[src/rtl/lane_green_sel.sv]
module lane_green_sel #(
  parameter int SYNC_STAGES = 2
) (
  input  logic clk,
  input  logic rst,
  input  logic prio_car,
  input  logic left_car,
  input  logic right_car,
  input  logic alt_left,
  output logic prio_green,
  output logic left_green,
  output logic right_green
);

  localparam int NIN = 4;

  logic [NIN-1:0] sync_q [SYNC_STAGES];
  logic [NIN-1:0] seen;
  logic s_prio, s_left, s_right, s_alt;
  logic nx_prio, nx_left, nx_right;

  always_ff @(posedge clk) begin
    if (rst) begin
      for (int i = 0; i < SYNC_STAGES; i++) sync_q[i] <= '0;
    end else begin
      sync_q[0] <= {alt_left, right_car, left_car, prio_car};
      for (int i = 1; i < SYNC_STAGES; i++) sync_q[i] <= sync_q[i-1];
    end
  end

  assign seen    = sync_q[SYNC_STAGES-1];
  assign s_prio  = seen[0];
  assign s_left  = seen[1];
  assign s_right = seen[2];
  assign s_alt   = seen[3];

  assign nx_prio  = s_prio;
  assign nx_left  = !s_prio && s_left  && (!s_right || s_alt);
  assign nx_right = !s_prio && s_right && (!s_left  || !s_alt);

  always_ff @(posedge clk) begin
    if (rst) begin
      prio_green  <= 1'b0;
      left_green  <= 1'b0;
      right_green <= 1'b0;
    end else begin
      prio_green  <= nx_prio;
      left_green  <= nx_left;
      right_green <= nx_right;
    end
  end

endmodule

[config.mk]
export PLATFORM = sky130hd
export DESIGN_NAME = lane_green_sel
export DESIGN_NICKNAME = d
export VERILOG_FILES = /design/src/rtl/lane_green_sel.sv
export SDC_FILE = /design/constraint.sdc
export NUM_CORES = 1
export LEC_CHECK = 0
export BUFFER_PORTS_ARGS = -buffer_cell sky130_fd_sc_hd__buf_4
export CAP_MARGIN = 5
export CORE_AREA = 10 10 47 49
export CTS_CLUSTER_DIAMETER = 80
export DETAILED_ROUTE_END_ITERATION = 16
export DIE_AREA = 0 0 57 59
export SETUP_SLACK_MARGIN = 0.4
export SLEW_MARGIN = 15
export SYNTH_ARGS = -nofsm -noshare
export SYNTH_HDL_FRONTEND = slang
export SYNTH_SLANG_ARGS = --single-unit
[constraint.sdc]
create_clock -name clk -period 0.9 [get_ports clk]
set_input_delay 0.09 -clock clk [delete_from_list [all_inputs] [get_ports clk]]
set_output_delay 0.09 -clock clk [all_outputs]
set_load 0.01 [all_outputs]
# After elaboration in Yosys (flattened, before gate mapping)
# Memory sizes are Yosys's and may differ from the RTL's.
# Cells that the tools add are included.
[word_totals]
regBits = 3
mem_bits_rw = 8
inputBits = 6
out_inout_bits = 3
word_cells = 21
mem_count = 1
[memory_table]
columns = ["memory", "words", "width", "read_ports", "rd_ports_with_merged_regs", "write_ports", "line_no", "source"]
rows = [
  ["sync_q", 2, 4, 2, 0, 2, "17", "logic [NIN-1:0] sync_q [SYNC_STAGES];"],
]
[op_classes]
muxes = 5
bitwise = 2
n_reduce_logical = 10
[ops]
columns = ["op", "n"]
rows = [
  ["4-bit two-way mux", 2],
  ["1-bit logical AND", 4],
  ["1-bit zero test", 4],
  ["1-bit two-way mux", 3],
  ["1-bit logical OR", 2],
  ["1-bit bitwise OR", 2],
]

# Longest topological paths before layout
# Gate-level depths: netlist of run 1.
[logic_depth]
ltp_word = 3
ltp_mapped = 2
ltp_nobuf = 2

# Worst setup path before layout of run 1
# OpenSTA, ideal clock, no wires.
[synth_timing]
kind = "register -> register"
from = "memory sync_q[1][3], in the netlist sync_q[0][7]"
to = "register left_green"
setup_ns = 0.115
arrival_time_ns = 0.545
t_required_ns = 0.785
setup_slack_ns = 0.240
stages_incl_launch_ff = 3
n_path_buf = 0
period_less_slack_ns = 0.660
cell_sequence = "dfxtp_1 > nand2b_1 > and3_1"
[synth_rtl]
columns = ["item", "line_no", "source"]
rows = [
  ["start: declaration", "17", ""],
  ["end signal: assignment", "48", "left_green <= nx_left;"],
  ["end: declaration", "11", "output logic left_green,"],
]

# Worst setup path after layout of run 1
[layout_timing]
from = "register prio_green"
to = "output prio_green"
[layout_rtl]
columns = ["item", "line_no", "source"]
rows = [
  ["start: declaration", "10", "output logic prio_green,"],
  ["start signal: assignment", "47", "prio_green <= nx_prio;"],
]
# No word-level cell between the ends.

==> results of run 1 <==
[report_power, final]
group	switching [mW]	leakage (nW)	internal [mW]
Combinational	0.0160	0.105	0.0434
Sequential	0.00821	0.0931	0.509
Clock	0.144	0.0150	0.171
Total	0.169	0.213	0.723
[layout by cell type (no fill, tap or decap), drive strengths merged]
| master | synthesis | layout |
|---|---|---|
| nor2 | 1 | 1 |
| clkbuf | 0 | 4 |
| nand2b | 1 | 1 |
| and3 | 2 | 2 |
| nand2 | 1 | 1 |
| dfxtp | 11 | 11 |
| and2b | 9 | 9 |
| buf | 0 | 8 |
[per-stage QoR]
step / instances / total power [mW] / setup slack [ns] / instance area (um^2) / hold WS, ns
5_1_grt: 53 / 0.9517 / 0.08349 / 475.5 / 0.04640
3_3_place_gp: 49 / 0.5724 / 0.2568 / 405.4 / 0.3151
4_1_cts: 53 / 0.9027 / 0.1172 / 455.4 / 0.03937
6_report: 53 / 0.8916 / 0.1264 / 475.5 / 0.05276
2_1_floorplan: 25 / 0.5460 / 0.2595 / 325.3 / 0.2325
3_5_place_dp: 49 / 0.5745 / 0.2389 / 405.4 / 0.3159
[kinds of logic after synthesis]
group            Yosys count
and+or+nand+nor           14
DFF                       11
[timing repair]
action | 4_1_cts | 5_1_grt
resized for setup | 7 | 7
pin swaps | 2 | 1
setup endpoints to repair | 10 | 10
[area by class of cell]
class / instances / area [um^2]
clock buffers: 4 / 26.28
fillers: 155 / 925.9
multi-input cells: 14 / 130.1
flip-flops and latches: 11 / 227.7
well taps: 16 / 20.02
repair buffers: 8 / 71.32
[state kept, by name, indices dropped and copies added (netlist names)]
signal,flops
sync_q,8
prio_green,1
left_green,1
right_green,1
[metal layers]
metal	vias to the layer above	track usage	share of wire
li1	101	-	-
met1	95	0.02392	0.39
met2	9	0.05581	0.50
met3	0	0.03648	0.10
met4	0	0.03020	0
met5	-	0	0
[final timing paths]
| kind | start | end | slack [ns] |
|---|---|---|---|
| worst max-delay path | prio_green$_SDFF_PP0_ | prio_green | 0.13 |
| worst min register to register | sync_q[0][3]$_SDFF_PP0_ | sync_q[0][7]$_SDFF_PP0_ | 0.44 |
| worst max register to register | sync_q[0][7]$_SDFF_PP0_ | left_green$_SDFF_PP0_ | 0.23 |
| worst min-delay path | alt_left | sync_q[0][3]$_SDFF_PP0_ | 0.05 |
==> results, run 1 <==
- By area, the combinational part of the netlist is dominated by simple AND/OR/NAND/NOR gates.
- The peak per-stage delay on the critical path is 0.32 ns.
- The kind of end point of the critical path is a primary output.
- The synthesized-area fraction occupied by and/or/nand/nor cells is 0.3231.
- Of the cells placed in the final design, the portion with a size suffix greater than 1 is 0.8108.
- The number of enable flip-flop cells after synthesis is 0.
- After synthesis, the cell types taking the most area are sky130_fd_sc_hd__dfxtp_1 68%, sky130_fd_sc_hd__and2b_2 24%, sky130_fd_sc_hd__and3_1 3.8%.
- Clock-pin slew was measured on the worst setup and hold paths at 0.06 ns.
- The number of nets in the finished design is 44.
- The remaining design rule violation count is 0.
- In this run the deepest clock path goes through 2 buffers.
- The proportion of register bits with asynchronous set or reset after synthesis is 0.
- The max-capacitance violation count is 0.
- In the global route stage, overall resource usage came out at 0.03553.
- The number of endpoints failing setup at the final stage is 0.
- In this run the number of cells on the critical path is 1.
- The worst setup path is launched from a register.
- The total number of clock tree sinks is 11.
- After synthesis, the most frequently instantiated cells are 11 x sky130_fd_sc_hd__dfxtp_1, 9 x sky130_fd_sc_hd__and2b_2, 2 x sky130_fd_sc_hd__and3_1.
- Of the available clock period, the critical path in the final layout requires 0.8596.
- The multiplexer share of the synthesized area is 0.
- Along the worst hold path, the cell count comes to 2.
- The mean number of vias per cell is 3.868.
- IR analysis of the VDD net gives a maximum drop of 0.001006 V.
- Setup repair after global routing could not meet its margin everywhere.
- The post-synthesis compound-gate area fraction is 0.
- The count of final max-slew check failures was 0.
- Routability-driven placement finished with a final weighted congestion of 0.6039.
- The data arrival time of the worst path is 0.68 ns.
- The Yosys step of the flow raised 0 warnings.
- The setup path with the least slack is of type reg -> out.
- The number of antenna violations at the first check in global routing is 0.
- Once the clock tree was built, the setup fixing pass inserted 0 buffers.
- Detailed routing inserted a total of 205 vias.
- Buffers inserted during clock tree synthesis total 3.
- Wires add up to 462 um.
- The predominant post-synthesis flop cell is sky130_fd_sc_hd__dfxtp_1.
- The width of the die is 57 um.
- The count of buffers from port buffering is 8.
- The slowest stage of the critical path belongs to the cell sky130_fd_sc_hd__dfxtp_2.
- Of the post-synthesis cell area, the dominant cell type holds 0.6769.
- Synthesis produced a netlist whose cell count is 25.
- The power density relative to cell area is 1875 nW/um^2.
- The synthesized netlist occupies a cell area of 325.3 um^2.
- The actual slew at the worst max-slew pin is 0.1404 ns.
- 9 I/O pins were placed.
- Once layout is complete, the utilization of the core stands at 0.3393.
- Counting cells, the worst reg-to-reg path comes to 2.
- The final clock skew is 0.003906 ns.
- The via count of the first global-routing pass is 249.
- The CTS tree is built.
- Compared with the post-synthesis result, the final layout area differs by 46.15%.
- Yosys mapped the design onto 6 distinct sky130hd cell types.
- Together, buffers and inverters on the worst path number 1.
- The signal on the critical path passes through buf_6.
- The dominant delay contributor by cell family on the critical path is flip-flops.
- In this run the worst path has a maximum fanout of 1.
- The number of nets handed over by synthesis was 31.
- The standby leakage power is 0.2134 nW.
- The level count of the clock H-tree is 1.
- Of the total synthesized cell area, the portion taken by full adders, half adders and majority gates is 0.
- The wire length of the first global-routing pass is 862 um.
- Measured against its own limit, the worst slew margin works out to 0.9063.
- The height of the die is 59 um.
- In this run, the number of DRC markers left after iteration 0 of detailed routing was 1.
- Entering global routing, the biggest net connects 11 pins.
- In this run the standard cell core region covers 1401 um^2.
- The insertion delay of the later-clocked pin in the worst-skew pair is 0.26 ns.
- The number of hold buffers added after CTS was 0.
- The number of detailed-route iterations in the first pass is 2.
- For this configuration, the core starts out at a cell density of 0.2321.
- The number of storage elements in the synthesis netlist is 11.
- The number of nets still failing antenna checks after routing is 0.
- Of the total synthesized cell area, the portion taken by XOR and XNOR cells is 0.
- The required arrival time at the worst endpoint is 0.81 ns.
- Static timing analysis puts the maximum clock frequency at 1293 MHz.
- The type of the tightest min-delay check is in -> reg.
- The root buffer cell is sky130_fd_sc_hd__clkbuf_4.
- The final antenna diode count is 0.
- The die covers 3363 um^2.
- The flow ran to the end, and the final reports show no timing, DRC or antenna violations.
- The biggest area contributor in the post-synthesis netlist is sky130_fd_sc_hd__dfxtp_1.
- The count of final hold-check violations is 0.
- The residual overflow from global routing is 0.
- Dividing the detail-routed wire length by the instance count gives 8.717 um.
- Of the synthesized area, sequential elements account for 0.6769.
- The most common cell in the netlist is sky130_fd_sc_hd__dfxtp_1.
- After routing, the total negative slack on setup checks comes to 0 ns.
- In this run the core area contains 14 standard-cell rows.
- The minimum clock period is 0.7736 ns.
- The post-synthesis average cell area is 13.01 um^2.
Power figures use the tool's default switching activity.
==> run 2: changes to the inputs <==
REMOVE_ABC_BUFFERS = 1   (was unset)
==> run 2 against run 1 <==
Global-route usage decreased by 0.52 points. Flip-flop and latch count unchanged. Critical path depth unchanged. Die area unchanged. Highest routed layer is now met4. Setup slack got worse by 0.0074 ns. Combinational power decreased by 2%. Core utilization decreased by 0.18 points.
==> results, run 2 (synthesis gave the netlist of run 1 again) <==
- The mean number of vias per cell was 3.736 (-3.4%).
- The total number of clock tree sinks is 11 (unchanged).
- The master of the slowest instance on the critical path is sky130_fd_sc_hd__dfxtp_2.
- The number of detailed-route iterations in the first pass is 2 (unchanged).
- The actual slew at the worst max-slew pin is 0.09434 ns (-0.04607 ns).
- The final wirelength is 450 um (-2.6%).
- The number of antenna violations at the first check in global routing came to 0 (unchanged).
- The peak supply drop is 0.0009278 V (-7.7%).
- The maximum net fanout on the critical path came to 1 (unchanged).
- The total of hold buffers inserted after clock tree synthesis came to 0 (unchanged).
- The switching portion of total power came to 0.2108 (+0.02160).
- The root buffer cell is sky130_fd_sc_hd__clkbuf_4.
- The count of buffers from port buffering is 8 (unchanged).
- The number of nets in the finished design is 44 (unchanged).
- The share of power burned in combinational logic came to 0.064 (-0.003).
- The net switching power was 0.1911 mW (+13%).
- The max-capacitance violation count is 0 (unchanged).
- The floorplan die area is 3363 um^2 (unchanged).
- The power density relative to cell area is 1917 nW/um^2 (+2.2%).
- The remaining design rule violation count is 0 (unchanged).
- The standby leakage power is 0.2183 nW (+2.3%).
- The count of final hold-check violations was 0 (unchanged).
- The maximum operating frequency is 1280 MHz (-0.94%).
- The number of cell rows was 14 (unchanged).
- The library cell used most frequently in the layout, excluding fill and tap cells, is sky130_fd_sc_hd__and2b_2.
- The minimum clock period is 0.7810 ns (+0.007350 ns).
- The internal portion of total power is 0.7155 mW (-1.0%).
- The width of the die is 57 um (unchanged).
- The vias after detailed routing is 198 (-3.4%).
- The insertion delay of the later-clocked pin in the worst-skew pair was 0.27 ns (about the same).
- The final total negative setup slack is 0 ns (unchanged).
- The clock transition at the registers of the reported paths was 0.07 ns (about the same).
- The global placer's final weighted congestion is 0.5779 (-4.3%).
- The tightest slew margin relative to the limit is 0.9371 (+0.03084).
- The number of design-rule violations left by the first detailed-router iteration is 1 (unchanged).
- The peak per-stage delay on the critical path is 0.32 ns (about the same).
- The flow ran to the end, and the final reports show no timing, DRC or antenna violations.
- The worst-case clock buffer depth came to 2 (unchanged).
- The worst hold slack after final layout was 0.03900 ns (-0.01376 ns).
- The layout cell share with drive strength beyond 1 came to 0.8378 (+0.02703).
- The number of top-level pins was 9 (unchanged).
- The number of buffers created by CTS was 3 (unchanged).
- In the layout the commonest cells are 9 x sky130_fd_sc_hd__and2b_2, 7 x sky130_fd_sc_hd__dfxtp_2, 5 x sky130_fd_sc_hd__buf_4.
- The count of final max-slew check failures is 0 (unchanged).
- The level count of the clock H-tree is 1 (unchanged).
- The largest net degree at the start of global routing was 11 (unchanged).
- The via count of the first global-routing pass is 193 (-22%).
- The average wire length per cell after detail routing was 8.491 um (-2.6%).
- The required arrival time at the worst endpoint is 0.81 ns (about the same).
- The flip-flop count of the largest register after layout is 8 (unchanged).
- The area occupied by registers was 229.0 um^2 (+0.55%).
- The starting utilization of the core area is 0.2321 (unchanged).
- The relative area change from synthesis to final layout is 45.38%.
- The data arrival time of the worst path was 0.69 ns (about the same).
- The number of nets still failing antenna checks after routing is 0 (unchanged).
- The height of the die came to 59 um (unchanged).
- Grouping stages by cell kind, the critical path spends the most delay in flip-flops.
- The number of endpoints failing setup at the final stage is 0 (unchanged).
- The sequential cell fraction of total power came to 0.570 (-0.010).
- The area of combinational cells with multiple inputs is 125.1 um^2 (-3.8%).
- Setup repair after global routing could not meet its margin everywhere.
- The worst path buffer plus inverter count was 1 (unchanged).
- The residual overflow from global routing is 0 (unchanged).
- The core box area is 1401 um^2 (unchanged).
- The total track usage is 0.03037 (-0.005160).
- The critical path is of the reg -> out type.
- STA classifies the critical path endpoint as a primary output.
- The wire length of the first global-routing pass is 717 um (-17%).
- The signal on the critical path passes through buf_6.
- The part of the cycle the worst path needs was 0.8678 (+0.008167).
- The number of filler instances in the final layout is 148 (-4.5%).
- The final clock skew is 0.002542 ns (-0.001364 ns).
- The final antenna diode count was 0 (unchanged).
- The tightest min-delay check is of the in -> reg type.
- The CTS tree is built.
- The category of the worst setup path launch point is a register.
- Counting flops per register, the top entry is sync_q.
- The share of power burned in the clock network is 0.366 (+0.012).
[run 2: cell count changes in the layout (fill, tap and decap cells not counted)]
cell and change:
sky130_fd_sc_hd__dfxtp_2 +1, sky130_fd_sc_hd__clkinv_2 +1, sky130_fd_sc_hd__dfxtp_1 -1, sky130_fd_sc_hd__clkbuf_1 -1, sky130_fd_sc_hd__and3_1 +1, sky130_fd_sc_hd__and3_4 -1
[run 2: power groups by stage]
stage,logic [mW],clock network (mW),registers [mW]
6_report,0.0581,0.332,0.516
5_1_grt,0.0639,0.369,0.519
4_1_cts,0.0538,0.343,0.514
3_5_place_dp,0.0507,0,0.523
3_3_place_gp,0.0496,0,0.523
2_1_floorplan,0.0220,0,0.524
[run 2: layer usage]
metal	track usage	vias up	share of wire
li1	-	102	-
met5	0	-	0
met2	0.03876	11	0.41
met1	0.02041	83	0.39
met3	0.04721	2	0.18
met4	0.02013	0	0.018
[run 2: worst paths after layout]
path / cells past startpoint / from / to / slack, ns
hold reg to reg: 1 / sync_q[0][3]$_SDFF_PP0_ / sync_q[0][7]$_SDFF_PP0_ / 0.45
setup / recovery: 1 / right_green$_SDFF_PP0_ / right_green / 0.12
setup reg to reg: 2 / sync_q[0][7]$_SDFF_PP0_ / left_green$_SDFF_PP0_ / 0.22
hold / removal: 2 / prio_car / sync_q[0][0]$_SDFF_PP0_ / 0.04
[run 2: what timing repair did]
action / CTS / global route
cloned: 0 / 0
setup buffers: 0 / 0
gates resized for setup: 8 / 6
pin swaps: 3 / 0
setup endpoints to repair: 10 / 10
[run 2: metrics by stage]
stage / utilization / setup WS, ns / cells / instance area [um^2] / power (mW)
after floorplan: - / 0.2399 / 25 / 325.3 / 0.5459
after global placement: 0.2893 / 0.2368 / 49 / 405.4 / 0.5722
after detailed placement: 0.2893 / 0.2268 / 49 / 405.4 / 0.5740
after CTS: 0.3223 / 0.1061 / 53 / 451.7 / 0.9113
after global routing: 0.3375 / 0.08465 / 53 / 473.0 / 0.9517
final: 0.3375 / 0.1190 / 53 / 473.0 / 0.9066
[run 2: area by class of cell]
| cell class | count | share of cell area |
|---|---|---|
| Tap cell | 16 | 0.04233 |
| Sequential cell | 11 | 0.4841 |
| Clock inverter | 1 | 0.01058 |
| Timing Repair Buffer | 8 | 0.1508 |
| Clock buffer | 3 | 0.04762 |
| Multi-Input combinational cell | 14 | 0.2646 |
[run 2: worst reg2reg max path, cell delays in order (launching register included)]
cell and delay [ns]:
sky130_fd_sc_hd__dfxtp_2 0.32, sky130_fd_sc_hd__nand2b_4 0.12, sky130_fd_sc_hd__and3_4 0.13
==> run 3: changes to the inputs <==
CELL_PAD_IN_SITES_DETAIL_PLACEMENT = 0   (was unset)
CELL_PAD_IN_SITES_GLOBAL_PLACEMENT = 1   (was unset)
PLACE_DENSITY_LB_ADDON = 0.1   (was unset)
==> run 3 against run 2 <==
Core utilization decreased by 1.4 points. Via count increased by 0.51%. Sequential power about the same. Die area unchanged. First-iteration DRC count unchanged.
==> results, run 3 (synthesis gave the netlist of run 1 again) <==
- Broken down by cell family, the worst path's largest delay share belongs to flip-flops.
- The net switching power is 0.1752 mW (-8.3%).
- The number of cell rows was 14 (unchanged).
- The largest net degree at the start of global routing came to 11 (unchanged).
- The residual overflow from global routing is 0 (unchanged).
- The peak supply drop came to 0.0007829 V (-16%).
- In this run the critical register-to-register path is launched from sync_q[0][7]$_SDFF_PP0_.
- The run finished with clean final reports.
- The standby leakage power is 0.2136 nW (-2.2%).
- The worst path buffer plus inverter count is 1 (unchanged).
- The final total negative setup slack came to 0 ns (unchanged).
- The flip-flop count of the largest register after layout is 8 (unchanged).
- The number of detailed-route iterations in the first pass is 2 (unchanged).
- The launching element of the worst setup path is left_green$_SDFF_PP0_.
- The tightest slew margin relative to the limit is 0.9427 (+0.005579).
- TritonCTS built the clock tree.
- The type of the tightest min-delay check is in -> reg.
- Walking the worst path, the cells encountered are buf_6.
- The internal portion of total power is 0.7181 mW (+0.37%).
- The total number of clock tree sinks is 11 (unchanged).
- The power density relative to cell area is 1972 nW/um^2 (+2.9%).
- The count of final max-slew check failures is 0 (unchanged).
- STA classifies the critical path startpoint as a register.
- The number of nets in the finished design is 44 (unchanged).
- The top cell types in the final layout, fill and taps aside, are 9 x sky130_fd_sc_hd__and2b_2, 6 x sky130_fd_sc_hd__dfxtp_2, 5 x sky130_fd_sc_hd__buf_4, 5 x sky130_fd_sc_hd__dfxtp_1.
- The height of the die is 59 um (unchanged).
- The worst setup margin is 0.1220 ns (+0.003019 ns).
- The count of buffers from port buffering is 8 (unchanged).
- The required arrival time at the worst endpoint came to 0.81 ns (about the same).
- The part of the cycle the worst path needs is 0.8644 (-0.003354).
- The final clock skew came to 0.0007157 ns (-0.001827 ns).
- The number of top-level pins came to 9 (unchanged).
- The critical path class is reg -> out.
- The total track usage was 0.03471 (+0.004338).
- The post-CTS setup-driven buffer insertion count was 0 (unchanged).
- The minimum clock period is 0.7780 ns (-0.003019 ns).
- The worst hold slack after final layout is 0.04565 ns (+0.006651 ns).
- The number of antenna violations at the first check in global routing is 0 (unchanged).
- The final antenna diode count is 0 (unchanged).
- The total of hold buffers inserted after clock tree synthesis is 0 (unchanged).
- The level count of the clock H-tree came to 1 (unchanged).
- The root buffer cell is sky130_fd_sc_hd__clkbuf_4.
- The number of design-rule violations left by the first detailed-router iteration is 1 (unchanged).
- The wire length of the first global-routing pass came to 876 um (+22%).
- The core box area is 1401 um^2 (unchanged).
- In this run the critical register-to-register path is captured at left_green$_SDFF_PP0_.
- The share of power burned in combinational logic is 0.059 (-0.005).
- The kind of end point of the critical path is a primary output.
- The number of nets still failing antenna checks after routing was 0 (unchanged).
- The count of final hold-check violations came to 0 (unchanged).
- The clock transition at the registers of the reported paths is 0.07 ns (about the same).
- The number of buffers created by CTS is 3 (unchanged).
- The peak per-stage delay on the critical path came to 0.32 ns (about the same).
- The actual slew at the worst max-slew pin is 0.08597 ns (-0.008368 ns).
- The max-capacitance violation count is 0 (unchanged).
- The number of endpoints failing setup at the final stage came to 0 (unchanged).
- The vias after detailed routing is 199 (+0.51%).
- The mean number of vias per cell is 3.755 (+0.51%).
- Setup repair after global routing could not meet its margin everywhere.
- The width of the die is 57 um (unchanged).
- The worst reg2reg path depth is 2 (unchanged).
- Relative to the synthesized area, the layout overhead comes to 39.23%.
- The remaining design rule violation count came to 0 (unchanged).
- The via count of the first global-routing pass is 223 (+16%).
- The maximum net fanout on the critical path came to 1 (unchanged).
- The sequential cell fraction of total power was 0.576 (+0.006).
- Counting flops per register, the top entry is sync_q.
- The insertion delay of the later-clocked pin in the worst-skew pair is 0.26 ns (about the same).
- The logic depth of the worst setup path including buffers is 1 (unchanged).
- The minimum setup slack after placement was 0.2179 ns (-0.008854 ns).
- The final wirelength is 464 um (+3.1%).
- The end point of the critical path is left_green.
- The global placer's final weighted congestion came to 0.6053 (+4.7%).
- The average wire length per cell after detail routing came to 8.755 um (+3.1%).
- The data arrival time of the worst path was 0.69 ns (about the same).
- The worst-case clock buffer depth is 2 (unchanged).
- The starting utilization of the core area is 0.2321 (unchanged).
- The floorplan die area was 3363 um^2 (unchanged).
- The slack of the worst reg-to-reg path was 0.23 ns (about the same).
- The maximum operating frequency is 1285 MHz (+0.39%).
- The most frequent standard cell in the layout excluding fill and tap cells is sky130_fd_sc_hd__and2b_2.
- The share of power burned in the clock network is 0.365 (about the same).
- The switching portion of total power was 0.1961 (-0.01466).
- The master of the slowest instance on the critical path is sky130_fd_sc_hd__dfxtp_2.
- The layout cell share with drive strength beyond 1 was 0.7297 (-0.1081).
## run 3: worst min path at each step
stage	start	endpoint	slack [ns]	cells after the start
finish	right_car	sync_q[0][2]$_SDFF_PP0_	0.05	2
global placement	alt_left	sync_q[0][3]$_SDFF_PP0_	0.31	2
floorplan	prio_car	sync_q[0][0]$_SDFF_PP0_	0.23	1
global route	alt_left	sync_q[0][3]$_SDFF_PP0_	0.04	2
CTS	prio_car	sync_q[0][0]$_SDFF_PP0_	0.03	2
detailed placement	prio_car	sync_q[0][0]$_SDFF_PP0_	0.32	2
## run 3: per-layer routing
metal	part of all wire	global-route usage	vias up
met4	0.034	0.04027	0
met2	0.35	0.04651	11
met5	0	0	-
met1	0.49	0.03121	84
li1	-	-	102
met3	0.13	0.02575	2
## run 3: repair_timing
item / CTS / global route
pin swaps: 4 / 1
cloned: 0 / 0
gates resized for setup: 10 / 0
endpoints found under the setup margin: 10 / 10
## run 3: cell type report
type | instances | area [um^2]
flip-flops and latches | 11 | 227.7
clock buffers | 4 | 26.28
well taps | 16 | 20.02
multi-input cells | 14 | 107.6
fillers | 159 | 948.4
repair buffers | 8 | 71.32
## run 3: power by group through the flow
stage | Sequential (mW) | Combinational [mW] | Clock (mW)
floorplan | 0.524 | 0.0220 | 0
global placement | 0.523 | 0.0495 | 0
detailed placement | 0.523 | 0.0513 | 0
CTS | 0.515 | 0.0544 | 0.344
global route | 0.516 | 0.0596 | 0.358
finish | 0.514 | 0.0529 | 0.326
## run 3: through the flow
stage | utilization | power (mW) | cell area [um^2] | cells
2_1_floorplan | - | 0.5459 | 325.3 | 25
3_3_place_gp | 0.2893 | 0.5722 | 405.4 | 49
3_5_place_dp | 0.2893 | 0.5746 | 405.4 | 49
4_1_cts | 0.3232 | 0.9125 | 452.9 | 53
5_1_grt | 0.3232 | 0.9336 | 452.9 | 53
6_report | 0.3232 | 0.8934 | 452.9 | 53
